**src/rtl/ipc_doorbell_pkg.sv**
```systemverilog
// Shared constants and the doorbell word layout.
// Assumes a 64-bit register word with busy and done in the top two bits.
package ipc_doorbell_pkg;
    localparam int DW          = 64;
    localparam int MSG_W       = 30;
    localparam int BUSY_BIT    = 63;
    localparam int DONE_BIT    = 62;
    localparam int EN_W        = 2;
    localparam int EN_REQ_BIT  = 1;
    localparam int EN_DONE_BIT = 0;

    typedef struct packed {
        logic             busy;
        logic             done;
        logic [MSG_W-1:0] msg;
    } dbell_t;

    // Place the doorbell fields into a full bus word with zeros elsewhere.
    function automatic logic [DW-1:0] pack_dbell(input dbell_t d);
        logic [DW-1:0] w;
        w = '0;
        w[BUSY_BIT]    = d.busy;
        w[DONE_BIT]    = d.done;
        w[MSG_W-1:0]   = d.msg;
        return w;
    endfunction
endpackage

```
**src/rtl/dbl_write_arb.sv**
```systemverilog
// Decodes both write ports and settles who may change the doorbell.
// Receiver writes win; a sender post goes through only if idle and uncontested.
module dbl_write_arb #(
    parameter int          ADDR_W = 5,
    parameter logic [4:0]  OFS_DB = 5'h00,
    parameter logic [4:0]  OFS_EN = 5'h08
) (
    input  logic              snd_wr,
    input  logic [ADDR_W-1:0] snd_addr,
    input  logic              rcv_wr,
    input  logic [ADDR_W-1:0] rcv_addr,
    input  logic              busy,
    output logic              snd_post,
    output logic              snd_drop,
    output logic              rcv_db_wr,
    output logic              rcv_en_wr
);
    logic snd_db_hit;

    // Address decode and fixed-priority resolution.
    always_comb begin
        snd_db_hit = snd_wr && (snd_addr == ADDR_W'(OFS_DB));
        rcv_db_wr  = rcv_wr && (rcv_addr == ADDR_W'(OFS_DB));
        rcv_en_wr  = rcv_wr && (rcv_addr == ADDR_W'(OFS_EN));
        snd_post   = snd_db_hit && !busy && !rcv_db_wr;
        snd_drop   = snd_db_hit && !snd_post;
    end
endmodule

```
**src/rtl/dbl_regs.sv**
```systemverilog
// Holds the doorbell word, the interrupt enables and the sticky error flag.
// Assumes the write decode has already applied priority.
module dbl_regs
    import ipc_doorbell_pkg::*;
(
    input  logic            clk,
    input  logic            rst_n,
    input  logic            snd_post,
    input  logic            snd_drop,
    input  logic            rcv_db_wr,
    input  logic            rcv_en_wr,
    input  logic            err_clr,
    input  logic [DW-1:0]   snd_wdata,
    input  logic [DW-1:0]   rcv_wdata,
    output dbell_t          db_q,
    output logic [EN_W-1:0] en_q,
    output logic            err_q
);
    // Doorbell: receiver changes only the flags, the sender loads everything.
    always_ff @(posedge clk) begin
        if (!rst_n) begin
            db_q <= '0;
        end else if (rcv_db_wr) begin
            db_q.busy <= rcv_wdata[BUSY_BIT];
            db_q.done <= rcv_wdata[DONE_BIT];
        end else if (snd_post) begin
            db_q.busy <= snd_wdata[BUSY_BIT];
            db_q.done <= snd_wdata[DONE_BIT];
            db_q.msg  <= snd_wdata[MSG_W-1:0];
        end
    end

    // Interrupt enables, receiver-owned.
    always_ff @(posedge clk) begin
        if (!rst_n)         en_q <= '0;
        else if (rcv_en_wr) en_q <= rcv_wdata[EN_W-1:0];
    end

    // Sticky error: a new drop beats a same-cycle read clear.
    always_ff @(posedge clk) begin
        if (!rst_n)        err_q <= 1'b0;
        else if (snd_drop) err_q <= 1'b1;
        else if (err_clr)  err_q <= 1'b0;
    end
endmodule

```
**src/rtl/dbl_irq.sv**
```systemverilog
// Registers the two level interrupts from flag and enable state.
// Assumes flags and enables are already registered, so the outputs lag one cycle.
module dbl_irq
    import ipc_doorbell_pkg::*;
(
    input  logic            clk,
    input  logic            rst_n,
    input  logic            busy,
    input  logic            done,
    input  logic [EN_W-1:0] en,
    output logic            req_irq,
    output logic            done_irq
);
    // Gate each flag with its own enable.
    always_ff @(posedge clk) begin
        if (!rst_n) begin
            req_irq  <= 1'b0;
            done_irq <= 1'b0;
        end else begin
            req_irq  <= busy & en[EN_REQ_BIT];
            done_irq <= done & en[EN_DONE_BIT];
        end
    end
endmodule

```
**src/rtl/dbl_rd_port.sv**
```systemverilog
// One registered read port over the three registers.
// Assumes unmapped offsets must read zero; data holds between reads.
module dbl_rd_port
    import ipc_doorbell_pkg::*;
#(
    parameter int         ADDR_W  = 5,
    parameter logic [4:0] OFS_DB  = 5'h00,
    parameter logic [4:0] OFS_EN  = 5'h08,
    parameter logic [4:0] OFS_ERR = 5'h10
) (
    input  logic              clk,
    input  logic              rst_n,
    input  logic              rd,
    input  logic [ADDR_W-1:0] addr,
    input  logic [DW-1:0]     db_word,
    input  logic [EN_W-1:0]   en,
    input  logic              err,
    output logic [DW-1:0]     rdata
);
    logic [DW-1:0] sel;

    // Select the addressed register.
    always_comb begin
        sel = '0;
        if (addr == ADDR_W'(OFS_DB))       sel = db_word;
        else if (addr == ADDR_W'(OFS_EN))  sel[EN_W-1:0] = en;
        else if (addr == ADDR_W'(OFS_ERR)) sel[0] = err;
    end

    // Capture on the read strobe.
    always_ff @(posedge clk) begin
        if (!rst_n)  rdata <= '0;
        else if (rd) rdata <= sel;
    end
endmodule

```
**src/rtl/ipc_doorbell.sv**
```systemverilog
// Two-port inter-processor doorbell: sender posts, receiver acknowledges.
// Assumes both ports share one clock; receiver writes have priority.
module ipc_doorbell
    import ipc_doorbell_pkg::*;
#(
    parameter int         ADDR_W  = 5,
    parameter logic [4:0] OFS_DB  = 5'h00,
    parameter logic [4:0] OFS_EN  = 5'h08,
    parameter logic [4:0] OFS_ERR = 5'h10
) (
    input  logic              clk,
    input  logic              rst_n,
    input  logic              snd_wr,
    input  logic              snd_rd,
    input  logic [ADDR_W-1:0] snd_addr,
    input  logic [63:0]       snd_wdata,
    output logic [63:0]       snd_rdata,
    input  logic              rcv_wr,
    input  logic              rcv_rd,
    input  logic [ADDR_W-1:0] rcv_addr,
    input  logic [63:0]       rcv_wdata,
    output logic [63:0]       rcv_rdata,
    output logic              req_irq,
    output logic              done_irq
);
    logic            snd_post, snd_drop, rcv_db_wr, rcv_en_wr, err_clr;
    dbell_t          db_q;
    logic [EN_W-1:0] en_q;
    logic            err_q;
    logic [DW-1:0]   db_word;
    logic            busy_w, done_w;
    logic [MSG_W-1:0] msg_w;
    logic            unused_wbits;

    assign busy_w  = db_q.busy;
    assign done_w  = db_q.done;
    assign msg_w   = db_q.msg;
    assign db_word = pack_dbell(db_q);
    assign err_clr = snd_rd && (snd_addr == ADDR_W'(OFS_ERR));
    assign unused_wbits = ^{snd_wdata[DONE_BIT-1:MSG_W], rcv_wdata[DONE_BIT-1:EN_W]};

    dbl_write_arb #(.ADDR_W(ADDR_W), .OFS_DB(OFS_DB), .OFS_EN(OFS_EN)) u_arb (
        .snd_wr(snd_wr), .snd_addr(snd_addr), .rcv_wr(rcv_wr), .rcv_addr(rcv_addr),
        .busy(busy_w), .snd_post(snd_post), .snd_drop(snd_drop),
        .rcv_db_wr(rcv_db_wr), .rcv_en_wr(rcv_en_wr)
    );

    dbl_regs u_regs (
        .clk(clk), .rst_n(rst_n), .snd_post(snd_post), .snd_drop(snd_drop),
        .rcv_db_wr(rcv_db_wr), .rcv_en_wr(rcv_en_wr), .err_clr(err_clr),
        .snd_wdata(snd_wdata), .rcv_wdata(rcv_wdata),
        .db_q(db_q), .en_q(en_q), .err_q(err_q)
    );

    dbl_irq u_irq (
        .clk(clk), .rst_n(rst_n), .busy(busy_w), .done(done_w), .en(en_q),
        .req_irq(req_irq), .done_irq(done_irq)
    );

    dbl_rd_port #(.ADDR_W(ADDR_W), .OFS_DB(OFS_DB), .OFS_EN(OFS_EN), .OFS_ERR(OFS_ERR)) u_rd_snd (
        .clk(clk), .rst_n(rst_n), .rd(snd_rd), .addr(snd_addr),
        .db_word(db_word), .en(en_q), .err(err_q), .rdata(snd_rdata)
    );

    dbl_rd_port #(.ADDR_W(ADDR_W), .OFS_DB(OFS_DB), .OFS_EN(OFS_EN), .OFS_ERR(OFS_ERR)) u_rd_rcv (
        .clk(clk), .rst_n(rst_n), .rd(rcv_rd), .addr(rcv_addr),
        .db_word(db_word), .en(en_q), .err(err_q), .rdata(rcv_rdata)
    );
endmodule

```
**config.mk**
```make
export PLATFORM = sky130hd
export DESIGN_NAME = ipc_doorbell
export DESIGN_NICKNAME = d
export VERILOG_FILES = /design/src/rtl/ipc_doorbell_pkg.sv /design/src/rtl/dbl_write_arb.sv /design/src/rtl/dbl_regs.sv /design/src/rtl/dbl_irq.sv /design/src/rtl/dbl_rd_port.sv /design/src/rtl/ipc_doorbell.sv
export SDC_FILE = /design/constraint.sdc
export NUM_CORES = 1
export LEC_CHECK = 0
export ABC_AREA = 1
export BUFFER_PORTS_ARGS = -buffer_cell sky130_fd_sc_hd__buf_4
export CAP_MARGIN = 20
export CORE_MARGIN = 2
export CORE_UTILIZATION = 28
export DETAILED_ROUTE_END_ITERATION = 16
export PLACE_DENSITY = 0.59
export SYNTH_ARGS = -nofsm -noshare
export SYNTH_HDL_FRONTEND = slang
export SYNTH_HIERARCHICAL = 1
export SYNTH_SLANG_ARGS = --single-unit
```
**constraint.sdc**
```tcl
create_clock -name clk -period 2.76 [get_ports clk]
set_input_delay 0.828 -clock clk [delete_from_list [all_inputs] [get_ports clk]]
set_output_delay 0.828 -clock clk [all_outputs]
set_load 0.05 [all_outputs]
```
# Word level (Yosys, flattened, before mapping)
# Cells that the tools add are included.
# word_totals
ramBits,0
out_inout_bits,130
word_cells,45
regBits,165
mem_count,0
romBits,0
latchBits,0
input_bits,144
# op_classes
n_eq_ne,4
shift,0
addsub,0
reduce_logical,15
mul,0
bitwise_logic,3
div_mod_pow,0
muxes,14
n_lt_le_gt_ge,0
# op_table
cell,count
$mux 62,2
$mux 32,1
$eq 5x4->1 const B,2
$eq 5x5->1 const B,2
$logic_not 5->1,2
$mux 1,8
$logic_and 1x1->1,7
$mux 2,3
$reduce_bool 2->1,2
$logic_not 1->1,3
$and 1x1->1,2
$reduce_and 2->1,1
$not 1->1,1

# Depth between registers and ports, before layout
# logic_depth
ltp_word,7
mapped_depth,10
mapped_depth_nobuf,10

# By module
# The synthesis kept the hierarchy.
# modules_own_cells
mod,seq_area_each_um2,instances,cells_per_inst,area_per_inst_um2
dbl_rd_port,1281.2,2,299,2481.1
dbl_regs,700.7,1,160,1258.7
dbl_write_arb,0.0,1,17,83.8
dbl_irq,40.0,1,7,58.8
ipc_doorbell,0.0,1,7,28.8

# Worst setup path after synthesis
# Ideal clock, no wire load.
# synth_path
path_type,input-to-reg
startpoint,input rcv_wr
endpoint,register u_regs/db_q[13] (netlist name)
n_path_buf,1
path_stages,9
arrival_ps,1725
required_time_ps,2644
setup_ps,116
setup_slack_ps,920
path_cell_list,inv_1 -> nor2_2 -> nand3_1 -> inv_1 -> nor2_1 -> nand2_2 -> buf_4 -> o21ai_0 -> nor2_1
# synth_via
elab_chain_cells,4
elab_cells_between_ends,5
cone_classes,bitwise (1); reduce/logical (4)
# synth_lines
item,line,source
from (decl),ipc_doorbell.sv:18,"input logic rcv_wr,"
$logic_and 1x1->1,dbl_write_arb.sv:23,rcv_db_wr = rcv_wr && (rcv_addr == ADDR_W'(OFS_DB));
net rcv_db_wr,ipc_doorbell.sv:26,"logic snd_post, snd_drop, rcv_db_wr, rcv_en_wr, err_clr;"
$logic_not 1->1,dbl_write_arb.sv:25,snd_post = snd_db_hit && !busy && !rcv_db_wr;
$logic_and 1x1->1,dbl_write_arb.sv:25,
net snd_post,ipc_doorbell.sv:26,
$reduce_and 2->1 (no line),--,
# The timed path passes the listed nets, and every way through them passes these cells.
# A chain may end at the register's enable or synchronous reset.

# Worst setup path in the final report
# layout_path
startpoint,input rcv_wr
endpoint,register u_regs/db_q[19] (netlist name)
# layout_via
elab_chain_cells,4
elab_cells_between_ends,5
cone_classes,bitwise (1); reduce/logical (4)
# layout_lines
item,line
$logic_and 1x1->1,dbl_write_arb.sv:23
net rcv_db_wr,ipc_doorbell.sv:26
$logic_not 1->1,dbl_write_arb.sv:25
$logic_and 1x1->1,dbl_write_arb.sv:25
net snd_post,ipc_doorbell.sv:26
$reduce_and 2->1 (no line),--
# The timed path passes the listed nets, and every way through them passes these cells.

==> flow_metrics.py <==
metrics = {
    "outcome": {
        "status": "finished, final reports clean",
    },
    "timing": {
        "rsz0062_at_grt": "false",
        "slew_violations": 0,
        "fmax_mhz": 498.5,
        "finalCritPeriodShare_pct": 72.68,
        "fin_hold_ws_ns": 0.4717,
        "hold_viol_final": 0,
        "finalCriticalPeriod_ns": 2.006,
        "skew_ns": 0.009748,
        "setup_viol": 0,
        "tns_ns": 0,
    },
    "drt": {
        "antenna_left": 0,
        "drt-total-wl_mm": 17.63,
        "drt_iter0_drc": 222,
        "route.detailed.drc": 0,
        "avgViaCountPerCell": 4.364,
        "wl_per_cell_um": 13.55,
        "dr.pass1.iters": 6,
        "vias": 5678,
    },
    "global_routing": {
        "use_met2_pct": 24.21,
        "use_met3_pct": 5.655,
        "grt_pass1_wl_mm": 28.18,
        "gr-usage-all-layers_pct": 14.82,
        "grtUsageMet1_pct": 18.19,
        "grt_pass1_vias": 5373,
        "busiest_layer": "met2",
        "antenna_found_initial": 0,
        "grt_start_max_net_pins": 69,
        "gr-total-overflow": 0,
    },
    "place": {
        "post-place-cells": 1269,
        "port_buffers": 181,
        "gp_congestion": 0.7060,
        "placedInstanceArea_sq_um": 8145,
        "dp_hpwl_mm": 11.81,
    },
    "finish": {
        "layout_common_cells": "buf_4, dfxtp_1, o21ai_0, nand2_1, a21oi_1",
        "multi_input_area_sq_um": 2854,
        "num-fill-cells": 2334,
        "stdcell_area_sq_um": 8737,
        "antenna-diode-count": 0,
        "layout-drive-gt1-share_pct": 26.77,
        "final_common_cell": "buf_4",
        "syn2layout_area_growth_pct": 36.68,
        "regArea_sq_um": 3303,
        "layout.nets": 1147,
        "layout.cells.non_filler": 1301,
    },
    "die": {
        "die_w_um": 155.1,
        "initial_core_util_pct": 28.41,
        "rows": 55,
        "die_y_um": 155.1,
        "pin_count": 274,
        "core_sq_um": 22500,
        "die_area_sq_um": 24050,
    },
    "worst_setup_path": {
        "path_delay_family": "simple AND/OR/NAND/NOR gates",
        "critPathMaxStageDelay_ns": 0.28,
        "cp-start-kind": "input pin",
        "crit_type": "in -> reg",
        "crit_buf_inv": 4,
        "crit_arrival_ns": 2.33,
        "end_kind": "register",
        "crit_fanout": 21,
        "worst_path_max_delay_cell": "nor2_1",
        "path_cells": "buf_4 > inv_1 > nor2_2 > nand3_1 > inv_1 > nor2_1 > nand2_2 > buf_12 > o21ai_0 > nor2_1",
        "required_ns": 3.08,
    },
    "clock_tree": {
        "cts_resized": 0,
        "ctsHoldBuffers": 0,
        "clockBufferDepth": 2,
        "cts_buffers": 17,
        "cts.sinks": 165,
        "path_clk_slew_ns": 0.07,
        "cts-root-buf": "clkbuf_16",
        "h-tree-depth": 4,
        "cts_setup_buffers": 0,
        "cts_tree": "done",
        "clk_latency_ns": 0.42,
    },
    "synthesis": {
        "synth_cell_types": 25,
        "ys_warn_count": 6,
        "yosysSeqAreaShare_pct": 51.67,
        "avgSynthCellArea_sq_um": 8.102,
        "syn_inst": 789,
        "synthesis.area_sq_um": 6392,
        "ys_ff_latch": 165,
    },
    "min_path": {
        "hold_path.class": "reg -> reg",
    },
    "power": {
        "peakVddDrop_mv": 0.3468,
        "p_leak_nw": 3.564,
        "p_per_area_nw_per_um2": 658.2,
    },
    "run": {
        "drv_cap": 0,
    },
}
-- worst register-to-register path, delay by kind of cell, from the launching register on --
kind                   cells  cell delay [ns]
AO/OA/AOI/OAI              1             0.19
AND/OR/NAND/NOR            4             0.66
buffers and inverters      2             0.35
flip-flops                 1             0.38
-- layer usage --
metal | share of wire (%) | vias up
met5 | 0 | -
met4 | 0.96 | 0
met3 | 7.9 | 13
met2 | 46 | 129
met1 | 45 | 2549
li1 | - | 2987
-- layout make-up --
cell class | instances | share of cell area [%]
clock buffers | 19 | 5.069
clock inverters | 13 | 1.704
inverters | 18 | 0.7733
multi-input cells | 606 | 32.67
flip-flops and latches | 165 | 37.81
well taps | 285 | 4.081
repair buffers | 195 | 17.90
-- registers in the layout (all words and copies together), names as in the netlist --
name,flops
u_irq/done_irq,1
u_irq/req_irq,1
u_rd_rcv/rdata,64
u_rd_snd/rdata,64
u_regs/db_q,32
u_regs/en_q,2
u_regs/err_q,1
-- kinds of logic after synthesis --
group | share of synthesized area [%]
compound gates | 24.11
flops | 51.67
other cells | 0.05866
simple gates | 16.77
buf+inv | 7.379
-- cell usage after synthesis --
| cell type | number | share of area, % |
|---|---|---|
| inv_1 | 16 | 0.94 |
| dfxtp_1 | 165 | 52 |
| buf_4 | 7 | 0.82 |
| nor3_1 | 2 | 0.16 |
| o21a_1 | 3 | 0.35 |
| o21ai_0 | 153 | 12 |
| buf_6 | 13 | 2.3 |
| or2_0 | 1 | 0.098 |
| nor3b_2 | 1 | 0.20 |
| a21oi_2 | 22 | 3.0 |
| inv_2 | 2 | 0.12 |
| nor2_2 | 2 | 0.20 |
| o21ai_1 | 5 | 0.39 |
| nand2_2 | 15 | 1.5 |
| nor2_8 | 2 | 0.63 |
| nor2_1 | 79 | 4.6 |
| nand2_1 | 135 | 7.9 |
| nand3_1 | 8 | 0.63 |
| nand4_1 | 5 | 0.49 |
| a21oi_1 | 107 | 8.4 |
| clkbuf_1 | 32 | 1.9 |
| conb_1 | 1 | 0.059 |
| buf_12 | 2 | 0.63 |
| nor2_4 | 2 | 0.35 |
| buf_2 | 9 | 0.70 |
-- through the flow --
step	power, mW	worst slack [ns]	utilization (%)
2_1_floorplan	3.124	0.9196	-
3_3_place_gp	3.396	0.3188	36.20
3_5_place_dp	3.403	0.2987	36.20
4_1_cts	5.834	0.7523	38.83
5_1_grt	6.011	0.6396	38.83
6_report	5.751	0.7540	38.83
-- report_power, final --
part / total, mW / switching [mW] / leakage (nW) / internal [mW]
Sequential: 2.53 / 0.0506 / 1.35 / 2.48
Clock: 2.41 / 1.04 / 0.281 / 1.37
Combinational: 0.812 / 0.564 / 1.93 / 0.248
Total: 5.75 / 1.65 / 3.56 / 4.10
-- final timing paths --
path,from,endpoint,slack [ns],cells after the start
setup reg to reg,u_regs/db_q[31]$_SDFFE_PN0P_,u_regs/db_q[19]$_SDFFE_PN0P_,1.08,7
hold / removal,u_regs/db_q[2]$_SDFFE_PN0P_,u_rd_rcv/rdata[2]$_SDFFE_PN0P_,0.47,2
setup / recovery,rcv_wr,u_regs/db_q[19]$_SDFFE_PN0P_,0.75,10
hold reg to reg,u_regs/db_q[2]$_SDFFE_PN0P_,u_rd_rcv/rdata[2]$_SDFFE_PN0P_,0.47,2
Note: power is estimated with default switching activity, not from simulation.
